**src/rtl/i2c_amm_pkg.sv**
```systemverilog
package i2c_amm_pkg;
  localparam int BYTE_W  = 8;
  localparam int MASK_W  = 5;
  localparam int ADDR_W  = 10;
  localparam int CNT_W   = $clog2(BYTE_W + 2);
  localparam logic [4:0] HDR_PREFIX = 5'b11110;

  typedef enum logic [2:0] {
    ST_IDLE,
    ST_RX1,
    ST_ACK1,
    ST_RX2,
    ST_ACK2,
    ST_HOLD
  } amm_state_t;
endpackage

```
**src/rtl/i2c_amm_bus_events.sv**
```systemverilog
module i2c_amm_bus_events (
  input  logic clk,
  input  logic rst,
  input  logic scl_in,
  input  logic sda_in,
  output logic scl_rise,
  output logic scl_fall,
  output logic start_det,
  output logic stop_det
);
  logic scl_q, sda_q;

  always_ff @(posedge clk) begin
    if (rst) begin
      scl_q <= 1'b1;
      sda_q <= 1'b1;
    end else begin
      scl_q <= scl_in;
      sda_q <= sda_in;
    end
  end

  assign scl_rise  = !scl_q && scl_in;
  assign scl_fall  = scl_q && !scl_in;
  assign start_det = scl_q && scl_in && sda_q && !sda_in;
  assign stop_det  = scl_q && scl_in && !sda_q && sda_in;

  a_r2_start_stop_excl: assert property (@(posedge clk) disable iff (rst)
    !(start_det && stop_det));
endmodule

```
**src/rtl/i2c_amm_shifter.sv**
```systemverilog
module i2c_amm_shifter #(
  parameter int BYTE_W = 8,
  parameter int CNT_W  = 4
) (
  input  logic              clk,
  input  logic              rst,
  input  logic              clear,
  input  logic              scl_rise,
  input  logic              sda_in,
  output logic [BYTE_W-1:0] shreg,
  output logic              byte_full,
  output logic              ninth_seen
);
  localparam logic [CNT_W-1:0] FULL_CNT  = CNT_W'(BYTE_W);
  localparam logic [CNT_W-1:0] NINTH_CNT = CNT_W'(BYTE_W + 1);

  logic [CNT_W-1:0] bit_cnt;

  always_ff @(posedge clk) begin
    if (rst) begin
      bit_cnt <= '0;
      shreg   <= '0;
    end else if (clear) begin
      bit_cnt <= '0;
    end else if (scl_rise && bit_cnt != NINTH_CNT) begin
      if (bit_cnt != FULL_CNT) shreg <= {shreg[BYTE_W-2:0], sda_in};
      bit_cnt <= bit_cnt + 1'b1;
    end
  end

  assign byte_full  = (bit_cnt == FULL_CNT);
  assign ninth_seen = (bit_cnt == NINTH_CNT);

  // counter never passes the acknowledge slot
  a_r6_cnt_bound: assert property (@(posedge clk) disable iff (rst)
    bit_cnt <= NINTH_CNT);
endmodule

```
**src/rtl/i2c_amm_compare.sv**
```systemverilog
module i2c_amm_compare
  import i2c_amm_pkg::*;
(
  input  logic [BYTE_W-1:0] rx_byte,
  input  logic [ADDR_W-1:0] own_addr,
  input  logic [MASK_W-1:0] addr_mask,
  input  logic              ten_bit_mode,
  input  logic              is_header,
  output logic              hit
);
  logic [BYTE_W-1:0] ign7, ign10, own7;
  logic hit7, hit_hdr, hit_low;

  always_comb begin
    own7    = {own_addr[6:0], 1'b0};
    ign7    = {2'b00, addr_mask, 1'b1};
    ign10   = {2'b00, addr_mask[4:1], {2{addr_mask[0]}}};
    hit7    = (((rx_byte ^ own7) & ~ign7) == '0);
    hit_low = (((rx_byte ^ own_addr[7:0]) & ~ign10) == '0);
    hit_hdr = (rx_byte[7:3] == HDR_PREFIX) && (rx_byte[2:1] == own_addr[9:8]);
    if (!ten_bit_mode) hit = hit7;
    else if (is_header) hit = hit_hdr;
    else hit = hit_low;
  end

  always_comb begin
    // an empty mask reduces to exact equality
    if (!ten_bit_mode && addr_mask == '0 && hit)
      a_r10_exact7: assert (rx_byte[7:1] == own_addr[6:0]);
    // a header hit always carries the fixed prefix
    if (ten_bit_mode && is_header && hit)
      a_r4_hdr_prefix: assert (rx_byte[7:3] == 5'b11110);
  end
endmodule

```
**src/rtl/i2c_mask_addr_match.sv**
```systemverilog
module i2c_mask_addr_match
  import i2c_amm_pkg::*;
(
  input  logic              clk,
  input  logic              rst,
  input  logic              ten_bit_mode,
  input  logic [9:0]        own_addr,
  input  logic [4:0]        addr_mask,
  input  logic              scl_in,
  input  logic              sda_in,
  output logic              sda_pull_low,
  output logic              match_irq,
  output logic [7:0]        rx_addr
);
  amm_state_t state;
  logic scl_rise, scl_fall, start_det, stop_det;
  logic [BYTE_W-1:0] shreg;
  logic byte_full, ninth_seen, hit, is_header, ack_done, sh_clear;

  i2c_amm_bus_events u_events (
    .clk(clk), .rst(rst), .scl_in(scl_in), .sda_in(sda_in),
    .scl_rise(scl_rise), .scl_fall(scl_fall),
    .start_det(start_det), .stop_det(stop_det)
  );

  assign ack_done = (state == ST_ACK1 || state == ST_ACK2) && scl_fall && ninth_seen;
  assign sh_clear = start_det || ack_done;

  i2c_amm_shifter #(.BYTE_W(BYTE_W), .CNT_W(CNT_W)) u_shift (
    .clk(clk), .rst(rst), .clear(sh_clear), .scl_rise(scl_rise),
    .sda_in(sda_in), .shreg(shreg), .byte_full(byte_full),
    .ninth_seen(ninth_seen)
  );

  assign is_header = (state == ST_RX1) && ten_bit_mode;

  i2c_amm_compare u_cmp (
    .rx_byte(shreg), .own_addr(own_addr), .addr_mask(addr_mask),
    .ten_bit_mode(ten_bit_mode), .is_header(is_header), .hit(hit)
  );

  always_ff @(posedge clk) begin
    if (rst) begin
      state        <= ST_IDLE;
      sda_pull_low <= 1'b0;
      match_irq    <= 1'b0;
      rx_addr      <= '0;
    end else begin
      match_irq <= 1'b0;
      if (start_det) begin
        state        <= ST_RX1;
        sda_pull_low <= 1'b0;
      end else if (stop_det) begin
        state        <= ST_IDLE;
        sda_pull_low <= 1'b0;
      end else begin
        case (state)
          ST_RX1, ST_RX2: begin
            if (scl_fall && byte_full) begin
              if (hit) begin
                sda_pull_low <= 1'b1;
                state        <= (state == ST_RX1) ? ST_ACK1 : ST_ACK2;
                if (!is_header) begin
                  match_irq <= 1'b1;
                  rx_addr   <= shreg;
                end
              end else begin
                state <= ST_IDLE;
              end
            end
          end
          ST_ACK1: if (ack_done) begin
            sda_pull_low <= 1'b0;
            state        <= ten_bit_mode ? ST_RX2 : ST_HOLD;
          end
          ST_ACK2: if (ack_done) begin
            sda_pull_low <= 1'b0;
            state        <= ST_HOLD;
          end
          default: state <= state;
        endcase
      end
    end
  end

  // interrupt lasts one cycle
  a_r8_irq_pulse: assert property (@(posedge clk) disable iff (rst)
    match_irq |=> !match_irq);
  // interrupt coincides with acknowledge
  a_r8_irq_with_ack: assert property (@(posedge clk) disable iff (rst)
    match_irq |-> sda_pull_low);
  // acknowledge only begins while SCL is low
  a_r6_ack_starts_low: assert property (@(posedge clk) disable iff (rst)
    $rose(sda_pull_low) |-> !scl_in);
  // acknowledge is held while SCL is high
  a_r6_ack_held_high: assert property (@(posedge clk) disable iff (rst)
    (sda_pull_low && scl_in && !start_det && !stop_det) |=> sda_pull_low);
  // stop returns to idle with SDA released
  a_r2_stop_idle: assert property (@(posedge clk) disable iff (rst)
    stop_det |=> (state == ST_IDLE && !sda_pull_low));
endmodule

```
**config.mk**
```make
export PLATFORM = sky130hd
export DESIGN_NAME = i2c_mask_addr_match
export DESIGN_NICKNAME = d
export VERILOG_FILES = /design/src/rtl/i2c_amm_pkg.sv /design/src/rtl/i2c_amm_bus_events.sv /design/src/rtl/i2c_amm_shifter.sv /design/src/rtl/i2c_amm_compare.sv /design/src/rtl/i2c_mask_addr_match.sv
export SDC_FILE = /design/constraint.sdc
export NUM_CORES = 1
export LEC_CHECK = 0
export ABC_CLOCK_PERIOD_IN_PS = 3600
export BUFFER_PORTS_ARGS = -buffer_cell sky130_fd_sc_hd__buf_4
export CORE_AREA = 3 3 60 62
export CTS_CLUSTER_DIAMETER = 120
export DETAILED_ROUTE_END_ITERATION = 8
export DIE_AREA = 0 0 63 65
export PLACE_DENSITY_LB_ADDON = 0.12
export SLEW_MARGIN = 20
export SYNTH_ARGS = -nofsm -noshare
export SYNTH_HDL_FRONTEND = slang
export SYNTH_HIERARCHICAL = 1
export SYNTH_SLANG_ARGS = --single-unit
```
**constraint.sdc**
```tcl
create_clock -name clk -period 3.6 [get_ports clk]
set_input_delay 0.18 -clock clk [delete_from_list [all_inputs] [get_ports clk]]
set_output_delay 0.18 -clock clk [all_outputs]
set_load 0.05 [all_outputs]
```
==> results of run 1 <==
cells in the final DEF, fill, tap and decap left out, types with 2 or more instances in the layout:
cell type / synthesis / layout
sky130_fd_sc_hd__xnor2_1: 15 / 15
sky130_fd_sc_hd__inv_1: 4 / 4
sky130_fd_sc_hd__nor2_1: 6 / 6
sky130_fd_sc_hd__xor2_1: 4 / 4
sky130_fd_sc_hd__nor3b_1: 2 / 2
sky130_fd_sc_hd__o31ai_1: 2 / 2
sky130_fd_sc_hd__nand3_1: 2 / 2
sky130_fd_sc_hd__nand2b_1: 27 / 27
sky130_fd_sc_hd__nand2_1: 9 / 9
sky130_fd_sc_hd__dfxtp_1: 27 / 27
sky130_fd_sc_hd__or3_1: 4 / 4
sky130_fd_sc_hd__nor3_1: 2 / 2
sky130_fd_sc_hd__and4b_1: 3 / 3
sky130_fd_sc_hd__mux2i_1: 19 / 19
sky130_fd_sc_hd__nand4b_1: 3 / 3
sky130_fd_sc_hd__nor4_1: 4 / 4
sky130_fd_sc_hd__o22ai_1: 4 / 4
sky130_fd_sc_hd__buf_4: 0 / 30
sky130_fd_sc_hd__or2_1: 3 / 3
sky130_fd_sc_hd__ha_1: 3 / 3
sky130_fd_sc_hd__nand3b_1: 4 / 4
sky130_fd_sc_hd__clkbuf_4: 0 / 3
sky130_fd_sc_hd__nor2b_1: 2 / 2
flip-flops by register name (all words and copies together) (netlist names):
signal / flops
u_events/sda_q: 1
match_irq: 1
sda_pull_low: 1
rx_addr: 8
u_shift/shreg: 8
u_events/scl_q: 1
state: 3
u_shift/bit_cnt: 4
layer usage:
layer / vias up / GRT usage / part of all wire
li1: 655 / - / -
met1: 624 / 0.217 / 0.46
met2: 20 / 0.323 / 0.51
met3: 2 / 0.0485 / 0.029
met4: 0 / 0.0386 / 0.0068
met5: - / 0 / 0
worst max-delay path by stage:
stage	start	to	slack [ns]	cells after the start
after floorplan	u_shift/shreg[6]$_SDFFE_PP0P_	rx_addr[0]$_SDFFE_PP0P_	1.59	8
after global placement	u_shift/shreg[6]$_SDFFE_PP0P_	rx_addr[7]$_SDFFE_PP0P_	1.36	8
after detailed placement	u_shift/shreg[6]$_SDFFE_PP0P_	rx_addr[7]$_SDFFE_PP0P_	1.26	8
after CTS	u_shift/shreg[6]$_SDFFE_PP0P_	rx_addr[7]$_SDFFE_PP0P_	1.22	8
after global routing	state[0]$_SDFFE_PP0P_	rx_addr[3]$_SDFFE_PP0P_	0.99	8
final	u_shift/shreg[6]$_SDFFE_PP0P_	rx_addr[2]$_SDFFE_PP0P_	1.22	8
final cells by class:
cell class	count	area, sq um
repair buffers	30	225
flip-flops and latches	27	541
well taps	44	55.1
fillers	284	1200
inverters	4	15.0
clock buffers	4	26.3
multi-input cells	134	1020
kinds of logic (layout without fill, tap and decap cells):
logic type	after synthesis	after routing	synth area share
muxes	19	19	0.117
adders and majority gates	3	3	0.0230
AOI/OAI and AO/OA	16	16	0.0775
DFF	27	27	0.332
buffers and inverters	12	38	0.0430
xor gates and xnor gates	19	19	0.102
and+or+nand+nor	77	77	0.306
power by group through the flow:
stage	Clock [mW]	Combinational, mW	Sequential (mW)
after global routing	0.147	0.0725	0.307
final	0.127	0.0667	0.306
after floorplan	0	0.0405	0.310
after global placement	0	0.0647	0.312
after CTS	0.136	0.0663	0.306
after detailed placement	0	0.0661	0.312
==> results_tabular.tex, run 1 <==
\begin{tabular}{lr}
\hline
Metric & Value \\
\hline
\multicolumn{2}{l}{\textbf{Status}} \\
Outcome & finished clean \\
\multicolumn{2}{l}{\textbf{Die}} \\
Placeable core region & 0.00308 sq mm \\
Die H & 65 um \\
X dimension of the die & 63 um \\
Number of core rows & 20 \\
Effective utilization at floorplan & 0.530 \\
Die Outline Area & 0.00410 sq mm \\
I/O pin count & 30 \\
\multicolumn{2}{l}{\textbf{Logic synthesis}} \\
Distinct cells, synth & 40 \\
Most frequently used flop master after synthesis & sky130\_fd\_sc\_hd\_\_dfxtp\_1 \\
Synthesized instance count & 173 \\
Ys Warns & 6 \\
Sequential area share after synthesis & 0.332 \\
Summed instance area of the synthesized netlist & 0.00163 sq mm \\
Top cells by area in the synthesized netlist & sky130\_fd\_sc\_hd\_\_dfxtp\_1 (33\%), sky130\_fd\_sc\_hd\_\_mux2i\_1 (12\%), sky130\_fd\_sc\_hd\_\_nand2b\_1 (10\%) \\
Leading cell types by count after synthesis & sky130\_fd\_sc\_hd\_\_dfxtp\_1 (27), sky130\_fd\_sc\_hd\_\_nand2b\_1 (27), sky130\_fd\_sc\_hd\_\_mux2i\_1 (19) \\
Proportion of synthesized flip-flops having asynchronous set or reset & 0 \\
Mapped Avg Cell Area & 9.42 sq um \\
Most area-hungry cell type in the Yosys netlist & sky130\_fd\_sc\_hd\_\_dfxtp\_1 \\
Number of nets produced by synthesis & 196 \\
\#FFs+latches synth & 27 \\
Number of flops mapped to enable cells by yosys & 0 \\
Synth top area share & 0.332 \\
\multicolumn{2}{l}{\textbf{Worst setup path}} \\
Register-to-register setup slack & 1.22 ns \\
Maximum single-stage delay on the critical path & 0.47 ns \\
Worst Setup Path Type & reg -> reg \\
Launch point of the worst reg-to-reg path & u\_shift/shreg[6]\$\_SDFFE\_PP0P\_ \\
Library cell appearing most often on the critical path & sky130\_fd\_sc\_hd\_\_or3\_1 \\
CP max stage cell & sky130\_fd\_sc\_hd\_\_dfxtp\_1 \\
Reg2Reg Capture Point & rx\_addr[2]\$\_SDFFE\_PP0P\_ \\
Reg2Reg Depth & 8 \\
Endpoint type of the worst setup path & flop \\
Ordered cell list for the critical path & xor2\_1, or3\_1, nor4\_1, or3\_1, nand2\_1, nor4b\_2, buf\_4, mux2i\_1 \\
Family of cells with the greatest summed delay on the critical path & simple AND/OR/NAND/NOR gates \\
Top fanout value on the critical path & 8 \\
Worst EP arrival & 2.64 ns \\
WP data required & 3.86 ns \\
Startpoint type of the worst setup path & flop \\
CP Buf/Inv Count & 1 \\
\multicolumn{2}{l}{\textbf{Layout}} \\
Number of antenna diodes & 0 \\
Utilization of the core after routing & 0.611 \\
Non-Filler Instances & 243 \\
Ratio of cells with drive above 1 in the final layout & 0.181 \\
Synthesis-to-layout area growth & 15.4\% \\
Design Area, Final & 0.00188 sq mm \\
Total Nets Final & 223 \\
\multicolumn{2}{l}{\textbf{Timing}} \\
Post-route fraction of the period consumed by the critical path & 0.662 \\
Max\_slew headroom & 0.653 \\
Worst Max-Slew Pin Slew & 0.512 ns \\
Fmax achieved & 420 MHz \\
Clock skew & 0.00593 ns \\
Unrepaired setup endpoints after global routing & false \\
Worst-case hold slack & 0.0595 ns \\
Count of final setup violators & 0 \\
Hold violation total from the final report & 0 \\
Total negative setup slack & 0 ns \\
Max Slew Vio Count & 0 \\
Worst path setup slack after routing & 1.22 ns \\
Time the worst path needs with I/O delays and setup & 2.38 ns \\
\multicolumn{2}{l}{\textbf{Detailed routing}} \\
Average vias per placed instance & 5.35 \\
Violation count after the first detailed-routing iteration & 46 \\
Number of remaining DRC errors & 0 \\
Average detailed-routed wire length per instance & 14.5 um \\
Antenna-violating nets left & 0 \\
Vias after detailed routing & 1301 \\
Aggregate routed wire length & 3520 um \\
Count of TritonRoute iterations in the first routing pass & 4 \\
\multicolumn{2}{l}{\textbf{Power and ir drop}} \\
Switching power as a share of total power & 0.236 \\
Leakage power & 0.681 nW \\
Sequential fraction of design power & 0.612 \\
Pwr dens & 266 mW/mm\^{}2 \\
Sum of internal, switching and leakage power & 500 uW \\
Internal cell power & 382 uW \\
Logic pwr share & 0.133 \\
Total net switching power & 118 uW \\
Highest ir drop seen on vdd & 204 uV \\
Share of total power in the clock network & 0.255 \\
\multicolumn{2}{l}{\textbf{Clock tree}} \\
Clock latency at the later pin of the worst-skew pair & 0.32 ns \\
CTS tree & done \\
Clock slew at the register clock pins of the worst setup and hold paths & 0.14 ns \\
H-Tree Level Count & 1 \\
Clk sinks & 27 \\
Setup bufs post-CTS & 0 \\
Hold buffers post-CTS & 0 \\
Buffer levels on the longest clock path & 2 \\
Number of cells upsized or downsized after cts & 0 \\
Root buffer selected by CTS & sky130\_fd\_sc\_hd\_\_clkbuf\_4 \\
Number of buffers created by CTS & 3 \\
\multicolumn{2}{l}{\textbf{Placed design}} \\
Final HPWL DP & 2740 um \\
Port Buf Inserts & 29 \\
Pre-CTS setup slack & 1.26 ns \\
Final weighted congestion in routability-driven placement & 0.893 \\
Inst Count DP & 239 \\
DP Area & 0.00186 sq mm \\
\multicolumn{2}{l}{\textbf{Global routing}} \\
Pin count of the biggest net entering global routing & 34 \\
Antenna violations before repair & 0 \\
Global router's overall resource usage & 0.181 \\
Vias in the first global route & 1289 \\
Remaining Overflow, GRT & 0 \\
First-pass GRT wire length & 5970 um \\
\multicolumn{2}{l}{\textbf{Job}} \\
Max-cap viol count & 0 \\
\multicolumn{2}{l}{\textbf{Worst hold path}} \\
Worst hold path type & in -> reg \\
Worst hold path cell count & 2 \\
End point of the worst hold path & u\_events/sda\_q\$\_SDFF\_PP1\_ \\
Worst Hold Launch & sda\_in \\
\hline
\end{tabular}
No activity file was read; power rests on OpenSTA's default activity.
==> run 2: changes to the inputs <==
Settings changed: ABC_CLOCK_PERIOD_IN_PS 3600 to 2000, CORE_AREA 3 3 60 62 to 3 3 62 64, DIE_AREA 0 0 63 65 to 0 0 65 67.
Clock period 3.6 ns to 2 ns, I/O delays scaled along.
==> results_tabular.tex, run 2 (synthesis results as in run 1) <==
\begin{tabular}{lr}
\hline
Metric & Value \\
\hline
\multicolumn{2}{l}{\textbf{Status}} \\
Outcome & complete, but fails checks \\
Failing checks & setup timing \\
\multicolumn{2}{l}{\textbf{Die}} \\
Die H & 67 um (+3.1\%) \\
Die Outline Area & 0.00436 sq mm (+6.3\%) \\
Placeable core region & 0.00334 sq mm (+8.4\%) \\
Number of core rows & 21 (+5.0\%) \\
Effective utilization at floorplan & 0.489 (-0.0411) \\
I/O pin count & 30 (unchanged) \\
X dimension of the die & 65 um (+3.2\%) \\
\multicolumn{2}{l}{\textbf{Timing}} \\
Hold violation total from the final report & 0 (unchanged) \\
Max Slew Vio Count & 0 (unchanged) \\
Clock skew & 0.00414 ns (-0.00179 ns) \\
Fmax achieved & 497 MHz (+18\%) \\
Worst path setup slack after routing & -0.0122 ns (-1.23 ns) \\
Post-route fraction of the period consumed by the critical path & 1.01 (+0.344) \\
Unrepaired setup endpoints after global routing & true \\
Count of final setup violators & 4 (+4) \\
Time the worst path needs with I/O delays and setup & 2.01 ns (-0.371 ns) \\
Max\_slew headroom & 0.613 (-0.0399) \\
Worst Max-Slew Pin Slew & 0.571 ns (+0.0589 ns) \\
\multicolumn{2}{l}{\textbf{Worst setup path}} \\
Startpoint type of the worst setup path & flop \\
Top fanout value on the critical path & 8 (unchanged) \\
Endpoint type of the worst setup path & flop \\
Worst Setup Path Type & reg -> reg \\
Worst EP arrival & 2.28 ns (-0.36 ns) \\
WP data required & 2.27 ns (-1.59 ns) \\
\multicolumn{2}{l}{\textbf{Power and ir drop}} \\
Highest ir drop seen on vdd & 222 uV (+9.2\%) \\
Pwr dens & 445 mW/mm\^{}2 (+67\%) \\
Internal cell power & 701 uW (+83\%) \\
Sequential fraction of design power & 0.586 (-0.026) \\
Switching power as a share of total power & 0.251 (+0.0153) \\
Sum of internal, switching and leakage power & 935 uW (+87\%) \\
Share of total power in the clock network & 0.261 (+0.006) \\
Total net switching power & 235 uW (+99\%) \\
Leakage power & 0.804 nW (+18\%) \\
Logic pwr share & 0.153 (+0.020) \\
\multicolumn{2}{l}{\textbf{Clock tree}} \\
Root buffer selected by CTS & sky130\_fd\_sc\_hd\_\_clkbuf\_4 \\
CTS tree & done \\
Clk sinks & 27 (unchanged) \\
Clock latency at the later pin of the worst-skew pair & 0.33 ns (about the same) \\
Buffer levels on the longest clock path & 2 (unchanged) \\
Number of buffers created by CTS & 3 (unchanged) \\
H-Tree Level Count & 1 (unchanged) \\
Clock slew at the register clock pins of the worst setup and hold paths & 0.15 ns (about the same) \\
\multicolumn{2}{l}{\textbf{Global routing}} \\
Global router's overall resource usage & 0.182 (+0.000471) \\
First-pass GRT wire length & 6190 um (+3.7\%) \\
Vias in the first global route & 1389 (+7.8\%) \\
Antenna violations before repair & 0 (unchanged) \\
Remaining Overflow, GRT & 0 (unchanged) \\
Pin count of the biggest net entering global routing & 34 (unchanged) \\
\multicolumn{2}{l}{\textbf{Placed design}} \\
Final HPWL DP & 2800 um (+2.2\%) \\
Port Buf Inserts & 29 (unchanged) \\
DP Area & 0.00198 sq mm (+6.5\%) \\
Final weighted congestion in routability-driven placement & 0.913 (+2.2\%) \\
Pre-CTS setup slack & -0.0878 ns (-1.34 ns) \\
\multicolumn{2}{l}{\textbf{Layout}} \\
Multi-input gate area in the final layout & 0.00107 sq mm (+4.5\%) \\
Most common library cell in the layout ignoring fill and taps & sky130\_fd\_sc\_hd\_\_buf\_4 \\
Utilization of the core after routing & 0.630 (+0.0189) \\
Ratio of cells with drive above 1 in the final layout & 0.312 (+0.131) \\
Biggest regs & rx\_addr: 8 flops, u\_shift/shreg: 8 flops, u\_shift/bit\_cnt: 4 flops \\
Seq. cell area & 549 sq um (+1.6\%) \\
Count of fill cells added during filler insertion & 291 (+2.5\%) \\
Design Area, Final & 0.00210 sq mm (+12\%) \\
Number of antenna diodes & 0 (unchanged) \\
Synthesis-to-layout area growth & 29.0\% \\
Total Nets Final & 242 (+8.5\%) \\
Commonest cells after routing, fill and taps aside & sky130\_fd\_sc\_hd\_\_buf\_4 (45), sky130\_fd\_sc\_hd\_\_nand2b\_1 (27), sky130\_fd\_sc\_hd\_\_dfxtp\_1 (20), sky130\_fd\_sc\_hd\_\_mux2i\_1 (19), sky130\_fd\_sc\_hd\_\_xnor2\_1 (15) \\
\multicolumn{2}{l}{\textbf{Detailed routing}} \\
Vias after detailed routing & 1363 (+4.8\%) \\
Average detailed-routed wire length per instance & 14.1 um (-2.6\%) \\
Number of remaining DRC errors & 0 (unchanged) \\
Average vias per placed instance & 5.16 (-3.6\%) \\
Antenna-violating nets left & 0 (unchanged) \\
Count of TritonRoute iterations in the first routing pass & 4 (unchanged) \\
Aggregate routed wire length & 3720 um (+5.9\%) \\
Violation count after the first detailed-routing iteration & 100 (+120\%) \\
\multicolumn{2}{l}{\textbf{Worst hold path}} \\
Worst hold path type & in -> reg \\
\multicolumn{2}{l}{\textbf{Job}} \\
Max-cap viol count & 0 (unchanged) \\
\hline
\end{tabular}
run 2: cell types whose count changed in the layout (fill, tap and decap cells not counted), sizes merged:
cell         previous run  this run
buf                    30        47
dlygate4sd3             0         2
run 2: worst paths after layout:
check | start | slack, ns | cells after the start | endpoint
hold reg to reg | rx_addr[1]$_SDFFE_PP0P_ | 0.49 | 2 | rx_addr[1]$_SDFFE_PP0P_
setup reg to reg | state[1]$_SDFFE_PP0P_ | -0.01 | 8 | rx_addr[2]$_SDFFE_PP0P_
hold / removal | rst | 0.13 | 2 | u_shift/bit_cnt[3]$_SDFFE_PP0P_
setup / recovery | state[1]$_SDFFE_PP0P_ | -0.01 | 8 | rx_addr[2]$_SDFFE_PP0P_
run 2: power by group through the flow:
| stage | combinational (mW) | sequential (mW) | clock [mW] |
|---|---|---|---|
| after global routing | 0.156 | 0.549 | 0.267 |
| final | 0.143 | 0.548 | 0.244 |
| after global placement | 0.127 | 0.559 | 0 |
| after CTS | 0.136 | 0.548 | 0.253 |
| after detailed placement | 0.130 | 0.560 | 0 |
| after floorplan | 0.0728 | 0.559 | 0 |
run 2: layout make-up:
type                    count  share of cell area
clock buffers               4              0.0125
inverters                   4             0.00714
multi-input cells         134               0.507
flip-flops and latches     27               0.261
well taps                  46              0.0274
repair buffers             49               0.185
run 2: worst max-delay path: stages, from the launching register on:
cell                       delay [ns]
sky130_fd_sc_hd__dfxtp_2         0.36
sky130_fd_sc_hd__nor4bb_4        0.33
sky130_fd_sc_hd__nand4b_1        0.12
sky130_fd_sc_hd__nor4_1          0.23
sky130_fd_sc_hd__or3_4           0.21
sky130_fd_sc_hd__nand2_4         0.06
sky130_fd_sc_hd__nor4b_4         0.26
sky130_fd_sc_hd__buf_6           0.19
sky130_fd_sc_hd__mux2i_1         0.19
run 2: timing repair:
| item | in CTS | in global routing |
|---|---|---|
| resized for setup | 3 | 15 |
| gates cloned | 0 | 0 |
| pin swaps | 4 | 3 |
| hold buffers | 2 | 0 |
| setup buffers | 2 | 2 |
| endpoints found under the setup margin | 8 | 21 |
| hold endpoints to repair | 2 | 0 |
run 2: per-stage QoR:
step           instances  hold WS (ns)  setup TNS [ns]
2_1_floorplan        173         0.197               0
3_3_place_gp         255         0.310          -0.133
3_5_place_dp         255         0.314          -0.592
4_1_cts              263         0.123         -0.0623
5_1_grt              264         0.156           -1.03
6_report             264         0.127         -0.0319
run 2: per-layer routing:
layer	wire, um	GRT usage	vias up
li1	-	-	695
met1	1750	0.240	639
met4	37	0.0633	0
met5	0	0	-
met2	1830	0.304	23
met3	107	0.0219	6
==> run 3: changes to the inputs <==
Settings changed: CAP_MARGIN from default to 25, CELL_PAD_IN_SITES_DETAIL_PLACEMENT from default to 0, CELL_PAD_IN_SITES_GLOBAL_PLACEMENT from default to 1, CORE_AREA 3 3 62 64 to 3 3 70 72, DIE_AREA 0 0 65 67 to 0 0 73 75.
==> results_tabular.tex, run 3 (synthesis results as in run 1) <==
\begin{tabular}{lr}
\hline
Metric & Value \\
\hline
\multicolumn{2}{l}{\textbf{Detailed routing}} \\
Vias after detailed routing & 1362 (-0.073\%) \\
Average detailed-routed wire length per instance & 14.2 um (+0.86\%) \\
Count of TritonRoute iterations in the first routing pass & 4 (unchanged) \\
Number of remaining DRC errors & 0 (unchanged) \\
Average vias per placed instance & 5.06 (-1.9\%) \\
Violation count after the first detailed-routing iteration & 83 (-17\%) \\
Aggregate routed wire length & 3820 um (+2.8\%) \\
Antenna-violating nets left & 0 (unchanged) \\
\multicolumn{2}{l}{\textbf{Timing}} \\
Fmax achieved & 507 MHz (+2.0\%) \\
Hold violation total from the final report & 0 (unchanged) \\
Time the worst path needs with I/O delays and setup & 1.97 ns (-0.0393 ns) \\
Max\_slew headroom & 0.602 (-0.0109) \\
Worst path setup slack after routing & 0.0271 ns (+0.0393 ns) \\
Max Slew Vio Count & 0 (unchanged) \\
Unrepaired setup endpoints after global routing & true \\
Count of final setup violators & 0 (-4) \\
Clock skew & 0.00226 ns (-0.00188 ns) \\
Post-route fraction of the period consumed by the critical path & 0.986 (-0.0197) \\
Worst Max-Slew Pin Slew & 0.587 ns (+0.0161 ns) \\
\multicolumn{2}{l}{\textbf{Clock tree}} \\
Number of buffers created by CTS & 3 (unchanged) \\
H-Tree Level Count & 1 (unchanged) \\
Hold buffers post-CTS & 0 (-2) \\
Clk sinks & 27 (unchanged) \\
Clock latency at the later pin of the worst-skew pair & 0.27 ns (-0.06 ns) \\
CTS tree & done \\
Root buffer selected by CTS & sky130\_fd\_sc\_hd\_\_clkbuf\_8 \\
Buffer levels on the longest clock path & 2 (unchanged) \\
Clock slew at the register clock pins of the worst setup and hold paths & 0.09 ns (-0.06 ns) \\
\multicolumn{2}{l}{\textbf{Worst setup path}} \\
Endpoint type of the worst setup path & flop \\
CP max stage cell & sky130\_fd\_sc\_hd\_\_nor4bb\_4 \\
Worst EP arrival & 2.18 ns (-0.10 ns) \\
Startpoint type of the worst setup path & flop \\
Worst Setup Path Type & reg -> reg \\
Top fanout value on the critical path & 8 (unchanged) \\
WP data required & 2.20 ns (-0.07 ns) \\
Ordered cell list for the critical path & nor4bb\_4, nand4b\_1, nor4\_1, or3\_1, nand2\_2, nor4b\_2, buf\_4, mux2i\_1 \\
Maximum single-stage delay on the critical path & 0.38 ns (+0.02 ns) \\
Family of cells with the greatest summed delay on the critical path & simple AND/OR/NAND/NOR gates \\
CP Buf/Inv Count & 1 (unchanged) \\
\multicolumn{2}{l}{\textbf{Global routing}} \\
Pin count of the biggest net entering global routing & 34 (unchanged) \\
Global router's overall resource usage & 0.154 (-0.0279) \\
Remaining Overflow, GRT & 0 (unchanged) \\
Vias in the first global route & 1445 (+4.0\%) \\
First-pass GRT wire length & 6630 um (+7.1\%) \\
Antenna violations before repair & 0 (unchanged) \\
\multicolumn{2}{l}{\textbf{Placed design}} \\
Pre-CTS setup slack & -0.125 ns (-0.0370 ns) \\
Inst Count DP & 263 (+3.1\%) \\
Final HPWL DP & 3040 um (+8.5\%) \\
DP Area & 0.00200 sq mm (+1.1\%) \\
Final weighted congestion in routability-driven placement & 0.870 (-4.7\%) \\
Port Buf Inserts & 29 (unchanged) \\
\multicolumn{2}{l}{\textbf{Status}} \\
Outcome & finished clean \\
\multicolumn{2}{l}{\textbf{Power and ir drop}} \\
Highest ir drop seen on vdd & 198 uV (-11\%) \\
Sum of internal, switching and leakage power & 994 uW (+6.2\%) \\
Pwr dens & 478 mW/mm\^{}2 (+7.4\%) \\
Leakage power & 0.786 nW (-2.2\%) \\
\multicolumn{2}{l}{\textbf{Worst hold path}} \\
Worst hold path type & in -> reg \\
\multicolumn{2}{l}{\textbf{Die}} \\
Number of core rows & 24 (+14\%) \\
X dimension of the die & 73 um (+12\%) \\
Effective utilization at floorplan & 0.374 (-0.114) \\
Die H & 75 um (+12\%) \\
Die Outline Area & 0.00548 sq mm (+26\%) \\
I/O pin count & 30 (unchanged) \\
Placeable core region & 0.00435 sq mm (+30\%) \\
\multicolumn{2}{l}{\textbf{Layout}} \\
Non-Filler Instances & 269 (+1.9\%) \\
Synthesis-to-layout area growth & 27.6\% \\
Total Nets Final & 241 (-0.41\%) \\
Biggest regs & rx\_addr: 8 flops, u\_shift/shreg: 8 flops, u\_shift/bit\_cnt: 4 flops \\
Ratio of cells with drive above 1 in the final layout & 0.286 (-0.0262) \\
Commonest cells after routing, fill and taps aside & sky130\_fd\_sc\_hd\_\_buf\_4 (47), sky130\_fd\_sc\_hd\_\_nand2b\_1 (27), sky130\_fd\_sc\_hd\_\_dfxtp\_1 (23), sky130\_fd\_sc\_hd\_\_mux2i\_1 (19), sky130\_fd\_sc\_hd\_\_xnor2\_1 (15) \\
Most common library cell in the layout ignoring fill and taps & sky130\_fd\_sc\_hd\_\_buf\_4 \\
Number of antenna diodes & 0 (unchanged) \\
Design Area, Final & 0.00208 sq mm (-1.1\%) \\
\multicolumn{2}{l}{\textbf{Job}} \\
Max-cap viol count & 0 (unchanged) \\
\hline
\end{tabular}
run 3: cell types whose count changed in the layout (fill, tap and decap cells not counted), sizes merged:
cell,before,now
dlygate4sd3,2,0
buf,47,48
run 3: stage by stage:
step / setup TNS (ns) / hold slack, ns / utilization
5_1_grt: -1.10 / 0.0412 / 0.478
4_1_cts: 0 / 0.0336 / 0.473
6_report: 0 / 0.0459 / 0.478
3_5_place_dp: -0.891 / 0.320 / 0.459
2_1_floorplan: 0 / 0.197 / -
3_3_place_gp: -0.311 / 0.315 / 0.459
run 3: per-layer routing:
| layer | share of wire | wire length (um) | up-vias | global-route usage |
|---|---|---|---|---|
| li1 | - | - | 699 | - |
| met1 | 0.46 | 1770 | 630 | 0.198 |
| met2 | 0.47 | 1820 | 29 | 0.258 |
| met3 | 0.052 | 198 | 4 | 0.0280 |
| met4 | 0.0094 | 36 | 0 | 0.0553 |
| met5 | 0 | 0 | - | 0 |
run 3: path summary, 6_finish.rpt:
check / startpoint / endpoint / slack (ns) / cells after the start
max: state[1]$_SDFFE_PP0P_ / rx_addr[5]$_SDFFE_PP0P_ / 0.03 / 8
min: scl_in / u_events/scl_q$_SDFF_PP1_ / 0.05 / 2
max reg2reg: state[1]$_SDFFE_PP0P_ / rx_addr[5]$_SDFFE_PP0P_ / 0.03 / 8
min reg2reg: rx_addr[0]$_SDFFE_PP0P_ / rx_addr[0]$_SDFFE_PP0P_ / 0.49 / 2
run 3: report_power, final:
group          internal [mW]  switching [mW]  total, mW
registers              0.543         0.00446      0.547
logic                 0.0732          0.0616      0.135
clock network          0.143           0.169      0.312
total                  0.759           0.235      0.994
run 3: repair_timing:
action                     4_1_cts  5_1_grt
setup endpoints to repair        9       12
resized for setup                4        4
pin swaps                        3        1
setup buffers                    0        2
run 3: layout make-up:
type / instances / area [sq um]
inverters: 4 / 15.0
fillers: 431 / 2270
flip-flops and latches: 27 / 546
clock buffers: 4 / 45.0
well taps: 52 / 65.1
repair buffers: 48 / 373
multi-input cells: 134 / 1040
